`src/rtl/rst_cause_log.sv`:
```
module rst_cause_log #(
  parameter int DW        = 32,
  parameter int COLD_BIT  = 0,
  parameter int WARM_BIT  = 1,
  parameter int OWN_BIT   = 2,
  parameter int CORE_BIT  = 3,
  parameter int EMU_BIT   = 11
) (
  input  logic          clk,
  input  logic          por_n,
  input  logic          dom_rst,
  input  logic          cause_cold,
  input  logic          cause_warm,
  input  logic          cause_own_wake,
  input  logic          cause_core_wake,
  input  logic          cause_emu,
  input  logic          sel,
  input  logic          rd,
  input  logic          wr,
  input  logic [DW-1:0] wdata,
  output logic [DW-1:0] rdata
);

  localparam logic [DW-1:0] ONE      = {{(DW-1){1'b0}}, 1'b1};
  localparam logic [DW-1:0] MASK     = (ONE << COLD_BIT) | (ONE << WARM_BIT) | (ONE << OWN_BIT)
                                     | (ONE << CORE_BIT) | (ONE << EMU_BIT);
  localparam logic [DW-1:0] POR_VAL  = ONE << COLD_BIT;

  logic [DW-1:0] stat, held, cause_vec, clr_vec, set_vec;
  logic          dom_q, release_edge;

  always_comb begin
    cause_vec           = '0;
    cause_vec[COLD_BIT] = cause_cold;
    cause_vec[WARM_BIT] = cause_warm;
    cause_vec[OWN_BIT]  = cause_own_wake;
    cause_vec[CORE_BIT] = cause_core_wake;
    cause_vec[EMU_BIT]  = cause_emu;
  end

  assign release_edge = dom_q & ~dom_rst;
  assign clr_vec      = (sel & wr) ? (wdata & MASK) : '0;
  assign set_vec      = release_edge ? held : '0;

  always_ff @(posedge clk or negedge por_n) begin
    if (!por_n) begin
      dom_q <= 1'b0;
      held  <= '0;
      stat  <= POR_VAL;
    end else begin
      dom_q <= dom_rst;
      held  <= dom_rst ? (held | cause_vec) : '0;
      stat  <= (stat & ~clr_vec) | set_vec;
    end
  end

  assign rdata = sel ? (stat & MASK) : '0;

  logic unused_rd;
  assign unused_rd = rd;

  a_r2_reserved_zero: assert property (@(posedge clk) disable iff (!por_n)
    (rdata & ~MASK) == '0);

  a_r9_unselected_zero: assert property (@(posedge clk) disable iff (!por_n)
    !sel |-> rdata == '0);

  a_r3_no_set_in_reset: assert property (@(posedge clk) disable iff (!por_n)
    dom_rst |=> (stat & ~$past(stat)) == '0);

  a_r4_w1c_clears: assert property (@(posedge clk) disable iff (!por_n)
    (sel && wr && !release_edge) |=> (stat & $past(wdata & MASK)) == '0);

  a_r8_set_wins: assert property (@(posedge clk) disable iff (!por_n)
    release_edge |=> (stat & $past(held)) == $past(held));

  a_r7_no_loss_without_write: assert property (@(posedge clk) disable iff (!por_n)
    !(sel && wr) |=> (stat & $past(stat)) == $past(stat));

endmodule

```
`config.mk`:
```
export PLATFORM = sky130hd
export DESIGN_NAME = rst_cause_log
export DESIGN_NICKNAME = d
export VERILOG_FILES = /design/src/rtl/rst_cause_log.sv
export SDC_FILE = /design/constraint.sdc
export NUM_CORES = 1
export LEC_CHECK = 0
export CAP_MARGIN = 20
export CORE_ASPECT_RATIO = 1.75
export CORE_UTILIZATION = 26
export DETAILED_ROUTE_END_ITERATION = 10
export GPL_ROUTABILITY_DRIVEN = 0
export PLACE_DENSITY_LB_ADDON = 0.08
export SYNTH_ARGS = -nofsm -noshare
export SYNTH_HDL_FRONTEND = slang
export SYNTH_SLANG_ARGS = --single-unit
```
`constraint.sdc`:
```
create_clock -name clk -period 1 [get_ports clk]
set_input_delay 0.1 -clock clk [delete_from_list [all_inputs] [get_ports clk]]
set_output_delay 0.1 -clock clk [all_outputs]
set_load 0.05 [all_outputs]
```
==> results.txt, run 1 <==
- Entering global routing, the biggest net connects 11 pins.
- The routed design could run at a clock period as short as 1.12 ns.
* Achievable clock frequency: 0.892 GHz
- Yosys warning total: 0
- Max-cap violations in this run came to 0.
- Placement row count: 23
- Fraction of final layout cells with drive strength greater than 1: 18.4%
* Clk_lat worst skew: 0.23 ns
* Vias in the first global route: 382
- Worst Setup Path Type: flop to output port
* Pint: 0.991 mW
* Filler Cell Count: 258
- Summed over all layers, the global routing overflow is 0.
- Across every metal layer, demand over resource in global routing totals 9.32%.
- The max-slew violation count was 0.
* First drt pass iteration count: 4
* Proportion of synthesized chip area in sequential cells: 43.6%
* Logic gate share of total power: 38.1%
* Commonest non-fill, non-tap cell in the layout: conb_1
- Die outline area: 2650 um2
- Switching Share: 35.5%
- Using the TritonRoute via totals, the vias-per-cell ratio works out to 3.79.
- Failing checks: negative setup slack
- Relative to the synthesized area, the layout overhead comes to 38.7%.
- Setup repair after global routing missed its margin: true
- Counting both buffers and inverters, the worst setup path holds a total of 1.
- DR WL/cell: 10.1 um
* Net switching component of the power: 0.546 mW
* Die width: 39.3 um
- Maximum cell stage delay along the critical path: 0.52 ns
- Detailed-route wire length: 1130 um
* Number of nets with antenna violations after detailed routing: 0
* Run status: finished, violations left
- The first global-routing pass estimated 1650 um of wire.
- Arr. time, crit path: 1.02 ns
* Sink Count: 11
- Detail Placement HPWL: 953 um
* CP endpoint kind: output port
- Synthesis handed over a netlist of 61 instances.
- The number of endpoints with negative hold slack in the final report was 0.
- The core region is 2300 um2.
- For this configuration, the core starts out at a cell density of 27.6%.
- After global routing, the most crowded layer is met2.
- The clock network burns 27.5% of the power.
- After layout, the worst path uses 112% of the clock period.
- Vert. Die Dim: 67.3 um
- DR vias: 425
* Proportion of power drawn by flip-flops and latches: 34.3%
- CTS Root Cell: clkbuf_8
* Post-synth design cell area: 634 um2
- Ordered list of cells on the worst path: and2_4 -> buf_12
- Worst reg-to-reg setup slack: 0.13 ns
* Syn avg cell area: 10.4 um2
- In this run the worst path has a maximum fanout of 2.
* Skew final: 0.000949 ns
- CTS clock-pin slew for the worst setup and hold paths: 0.05 ns
* Global Route met3 Usage: 1.97%
* Min-Delay Path Class: primary input to asynchronous set/reset pin
- Number of CTS-inserted buffers: 3
- For this run, design rule violations remaining after detail routing come to 0.
- For this design the top-level I/O count stands at 75.
- Dividing total power by cell area gives a power density of 1750 nW/um2.
- Top Family by Delay on Critical Path: flip-flops
- Total setup violations reported at the end of the flow: 5
- Count of input and output buffers: 19
- The number of antenna violations at the first check in global routing is 0.
* Filler-free cell count of the finished design: 112
- The worst-case IR drop observed on VDD is 0.747 mV.
- Number of nets in the final layout: 131
* Library cell contributing the largest single delay on the critical path: dfstp_2
- H-Tree Level Count: 1
- The clock passes through at most 2 buffers.
- Cell count after placement: 105
* Area of the multi-input gates: 250 um2
* Count of inserted antenna diode cells: 0
- GR Util met1: 10.5%
* Yosys reg bits: 11
- STA classifies the critical path startpoint as a flop.
- TritonCTS clock tree: yes
- Leakage power of the design: 0.426 nW
- Commonest non-fill, non-tap cells in the layout: conb_1 (27), clkdlybuf4s50_1 (13), dfrtp_1 (10)
- Initial detailed-routing violation count: 6
- Yosys mapped the design onto 10 distinct sky130hd cell types.
* Worst setup margin: -0.121 ns
- In the global route stage, met2 resource usage came out at 15.0%.
- Worst Setup Slack post-DPL: -0.220 ns
- Summing all flip-flop and latch instances after layout gives 277 um2.
- Data on the critical path is required at its endpoint by 0.90 ns.
## state kept, by name, indices dropped and copies added, names as in the netlist
name and count:
dom_q 1, held 5, stat 5
## kinds of logic (layout without fill, tap and decap cells)
| group | after synthesis | in the layout | synth area share [%] |
|---|---|---|---|
| AOI/OAI and AO/OA | 10 | 10 | 12.8 |
| buffers and inverters | 28 | 28 | 32.7 |
| DFF | 11 | 11 | 43.6 |
| other | 1 | 27 | 0.591 |
| and+or+nand+nor | 11 | 11 | 10.3 |
## worst reg2reg max path: cells and delay by family, from the launching register on
family / cells / cell delay, ns
compound gates: 1 / 0.23
flops: 1 / 0.35
simple gates: 1 / 0.18
## routing by layer
| layer | share of wire, % | routed length [um] |
|---|---|---|
| met2 | 61 | 689 |
| met1 | 33 | 369 |
| met5 | 0 | 0 |
| met3 | 4.5 | 51 |
| met4 | 1.4 | 16 |
## Yosys cell counts
| master | instances | area [um2] |
|---|---|---|
| and2_1 | 5 | 31.3 |
| buf_2 | 1 | 5.00 |
| o21a_1 | 5 | 37.5 |
| buf_4 | 27 | 203 |
| dfstp_2 | 1 | 26.3 |
| nor2b_2 | 1 | 8.76 |
| nand3_1 | 5 | 25.0 |
| a22o_1 | 5 | 43.8 |
| conb_1 | 1 | 3.75 |
| dfrtp_1 | 10 | 250 |
## power by group through the flow
stage	Sequential, mW	Clock (mW)	Combinational, mW
2_1_floorplan	0.526	0	0.453
3_3_place_gp	0.534	0	0.552
3_5_place_dp	0.535	0	0.555
4_1_cts	0.529	0.444	0.567
5_1_grt	0.532	0.479	0.618
6_report	0.528	0.423	0.586
## final timing paths
kind,to,depth (start not counted),start
worst max-delay path,rdata[0],2,stat[0]
worst max register to register,stat[1],2,dom_q
max in group asynchronous,stat[3],2,por_n
worst min-delay path,dom_q,1,por_n
worst min register to register,held[2],1,held[2]
min in group clk,stat[3],3,sel
## final cells by class
cell class	count	share of cell area [%]
flip-flops and latches	11	31.4
repair buffers	24	31.4
well taps	25	3.56
multi-input cells	48	28.4
clock buffers	4	5.12
## through the flow
step	setup TNS (ns)	power [mW]	util, %	hold WS (ns)	instance area (um2)
detailed placement	-1.92	1.09	35.3	0.371	812
finish	-0.223	1.54	38.2	0.116	880
floorplan	0	0.979	-	-0.196	733
global placement	-1.73	1.09	35.3	0.360	812
CTS	-0.287	1.54	37.6	0.125	865
global route	-0.394	1.63	38.2	0.130	880
## what timing repair did
item,4_1_cts,5_1_grt
gates resized for setup,2,0
setup endpoints to repair,5,5
gates cloned,0,0
hold buffers,0,0
setup buffers,1,2
Power figures use the tool's default switching activity.
==> inputs of run 2 (changes only) <==
--- a/config.mk
+++ b/config.mk
@@ -7,6 +7,7 @@
 export LEC_CHECK = 0
 export CAP_MARGIN = 20
 export CORE_ASPECT_RATIO = 1.75
+export CORE_MARGIN = 2
 export CORE_UTILIZATION = 26
 export DETAILED_ROUTE_END_ITERATION = 10
 export GPL_ROUTABILITY_DRIVEN = 0
==> results.txt, run 2 (same netlist as run 1, synthesis figures left out) <==
* Run status: finished, violations left (unchanged)
- Failing checks: negative setup slack (unchanged).
* Aggregate global routing overflow: 0 (unchanged)
- The fraction of the cycle the final worst path needs came to 113% (was 112%).
- The worst setup path category is flop to output port (unchanged).
- R2R depth: 2 (unchanged)
* Number of CTS-inserted buffers: 3 (unchanged)
- The reg-to-reg critical path startpoint is dom_q (unchanged).
- The clock skew is 0.00308 ns (was 0.000949 ns).
- Crit-path max FO: 2 (unchanged)
- Min-Delay Path Class: primary input to asynchronous set/reset pin (unchanged)
- Clock Path Buffers: 2 (unchanged)
- Total setup violations reported at the end of the flow: 5 (unchanged)
* First-pass GRT wire length: 1770 um (was 1650 um)
- Via-to-Cell Ratio: 3.71 (was 3.79)
- The minimum clock period after layout was 1.13 ns (was 1.12 ns).
* Vert. Die Dim: 69.3 um (was 67.3 um)
- Largest voltage drop on the vdd net: 0.746 mV (was 0.747 mV)
- The max-slew violation count was 0 (unchanged).
* Ordered list of cells on the worst path: and2_4 -> buf_12 (unchanged)
* Sink Count: 11 (unchanged)
- Buf+Inv Stages, Crit Path: 1 (unchanged)
* TritonCTS clock tree: yes (unchanged)
- Placement row count: 23 (unchanged)
* Number of I/O pins: 75 (unchanged)
* Worst setup margin: -0.135 ns (was -0.121 ns)
- First drt pass iteration count: 2 (was 4)
- Core Box Area: 2300 um2 (unchanged)
- The power after layout came to 1.55 mW (was 1.54 mW).
- Largest registers in the final layout: held: 5 flops, stat: 5 flops, dom_q: 1 flops (unchanged).
* DR vias: 412 (was 425)
- Achievable clock frequency: 0.881 GHz (was 0.892 GHz)
- The H-tree level count came to 1 (unchanged).
- The number of antenna violations at the first check in global routing is 0 (unchanged).
- Max cap viols: 0 (unchanged)
- Number of nets in the final layout: 130 (was 131)
- The filler cell count in the final layout is 253 (was 258).
- Commonest non-fill, non-tap cells in the layout: conb_1 (27), clkdlybuf4s50_1 (13), dfrtp_1 (10) (unchanged)
* CP endpoint kind: output port (unchanged)
- Library cell contributing the largest single delay on the critical path: dfstp_2 (unchanged)
* Pin count of the biggest net entering global routing: 11 (unchanged)
- Initial detailed-routing violation count: 8 (was 6)
- Final Hold Viols: 0 (unchanged)
- The critical path required time came to 0.90 ns (about the same).
* Capturing point of the worst reg2reg path: stat[2] (was stat[1])
- CTS clock-pin slew for the worst setup and hold paths: 0.05 ns (about the same)
- The die area was 2870 um2 (was 2650 um2).
- Nature of the critical path startpoint: flop (unchanged)
- The standby leakage power is 0.421 nW (was 0.426 nW).
- Setup repair after global routing missed its margin: true (unchanged)
- The fraction of layout instances using a drive strength above 1 is 17.4% (was 18.4%).
- Count of input and output buffers: 19 (unchanged)
- The global-route total usage across every layer is 9.73% (was 9.32%).
* Hold-fix buffer count after cts: 0 (unchanged)
- The reg-to-reg setup timing slack was 0.14 ns (was 0.13 ns).
- Detail Placement HPWL: 966 um (was 953 um)
- DR WL/cell: 10.3 um (was 10.1 um)
- The clock root buffer master is clkbuf_8 (unchanged).
* Top Family by Delay on Critical Path: flip-flops (unchanged)
- Detailed-route wire length: 1140 um (was 1130 um)
- Post-synthesis to final-layout area growth: 37.5% (was 38.7%)
- The die width was 41.3 um (was 39.3 um).
- Number of nets with antenna violations after detailed routing: 0 (unchanged)
- The pre-CTS worst setup slack came to -0.224 ns (was -0.220 ns).
- Arr. time, crit path: 1.03 ns (was 1.02 ns)
* Power density normalized to cell area: 1770 nW/um2 (was 1750 nW/um2)
* Vias in the first global route: 404 (was 382)
- Count of inserted antenna diode cells: 0 (unchanged)
* Clk_lat worst skew: 0.24 ns (was 0.23 ns)
* Maximum cell stage delay along the critical path: 0.52 ns (about the same)
- Commonest non-fill, non-tap cell in the layout: conb_1 (unchanged)
- Number of remaining DRC errors: 0 (unchanged)
* Starting density of the core: 27.6% (unchanged)
run 2: cell types whose count changed in the layout (fill, tap and decap cells not counted), sizes merged:
cell	previous run	this run
buf	10	9
run 2: repair_timing:
action	in CTS	in global routing
buffers inserted	1	1
gates cloned	0	0
gates resized for setup	2	0
setup endpoints to repair	5	5
run 2: worst max path at each step:
| stage | start | end | cells past startpoint |
|---|---|---|---|
| final | stat[0] | rdata[0] | 2 |
| after CTS | stat[0] | rdata[0] | 2 |
| after global routing | stat[0] | rdata[0] | 2 |
| after global placement | sel | rdata[3] | 3 |
| after detailed placement | sel | rdata[3] | 3 |
| after floorplan | stat[0] | rdata[0] | 1 |
run 2: metal layers:
layer / GRT usage, % / routed length, um
met2: 14.1 / 630
met3: 2.88 / 85
met1: 9.82 / 378
met5: 0 / 0
met4: 9.68 / 46
run 2: stage by stage:
stage,TNS (ns),utilization [%],cell area (um2),instances,hold WS [ns]
final,-0.296,37.9,872,111,0.0941
after global placement,-1.77,35.3,812,105,0.369
after floorplan,0,-,733,87,-0.196
after detailed placement,-1.88,35.3,812,105,0.360
after global routing,-0.456,37.9,872,111,0.126
after CTS,-0.352,37.6,865,110,0.101
run 2: power breakdown:
part	internal, mW	leakage, nW	switching (mW)
sequential	0.502	0.133	0.0258
combinational	0.202	0.266	0.373
clock	0.280	0.0228	0.163
total	0.984	0.421	0.562
run 2: layout make-up:
class                           count  area [um2]  share of cell area (%)
Clock buffer                        4        45.0                    5.16
Multi-Input combinational cell     48         250                    28.7
Sequential cell                    11         277                    31.7
Tap cell                           25        31.3                    3.59
Timing Repair Buffer               23         269                    30.8
run 2: worst reg2reg max path: stages (launching register included):
cell and delay (ns):
dfrtp_1 0.35, nor2b_2 0.18, a22o_1 0.23
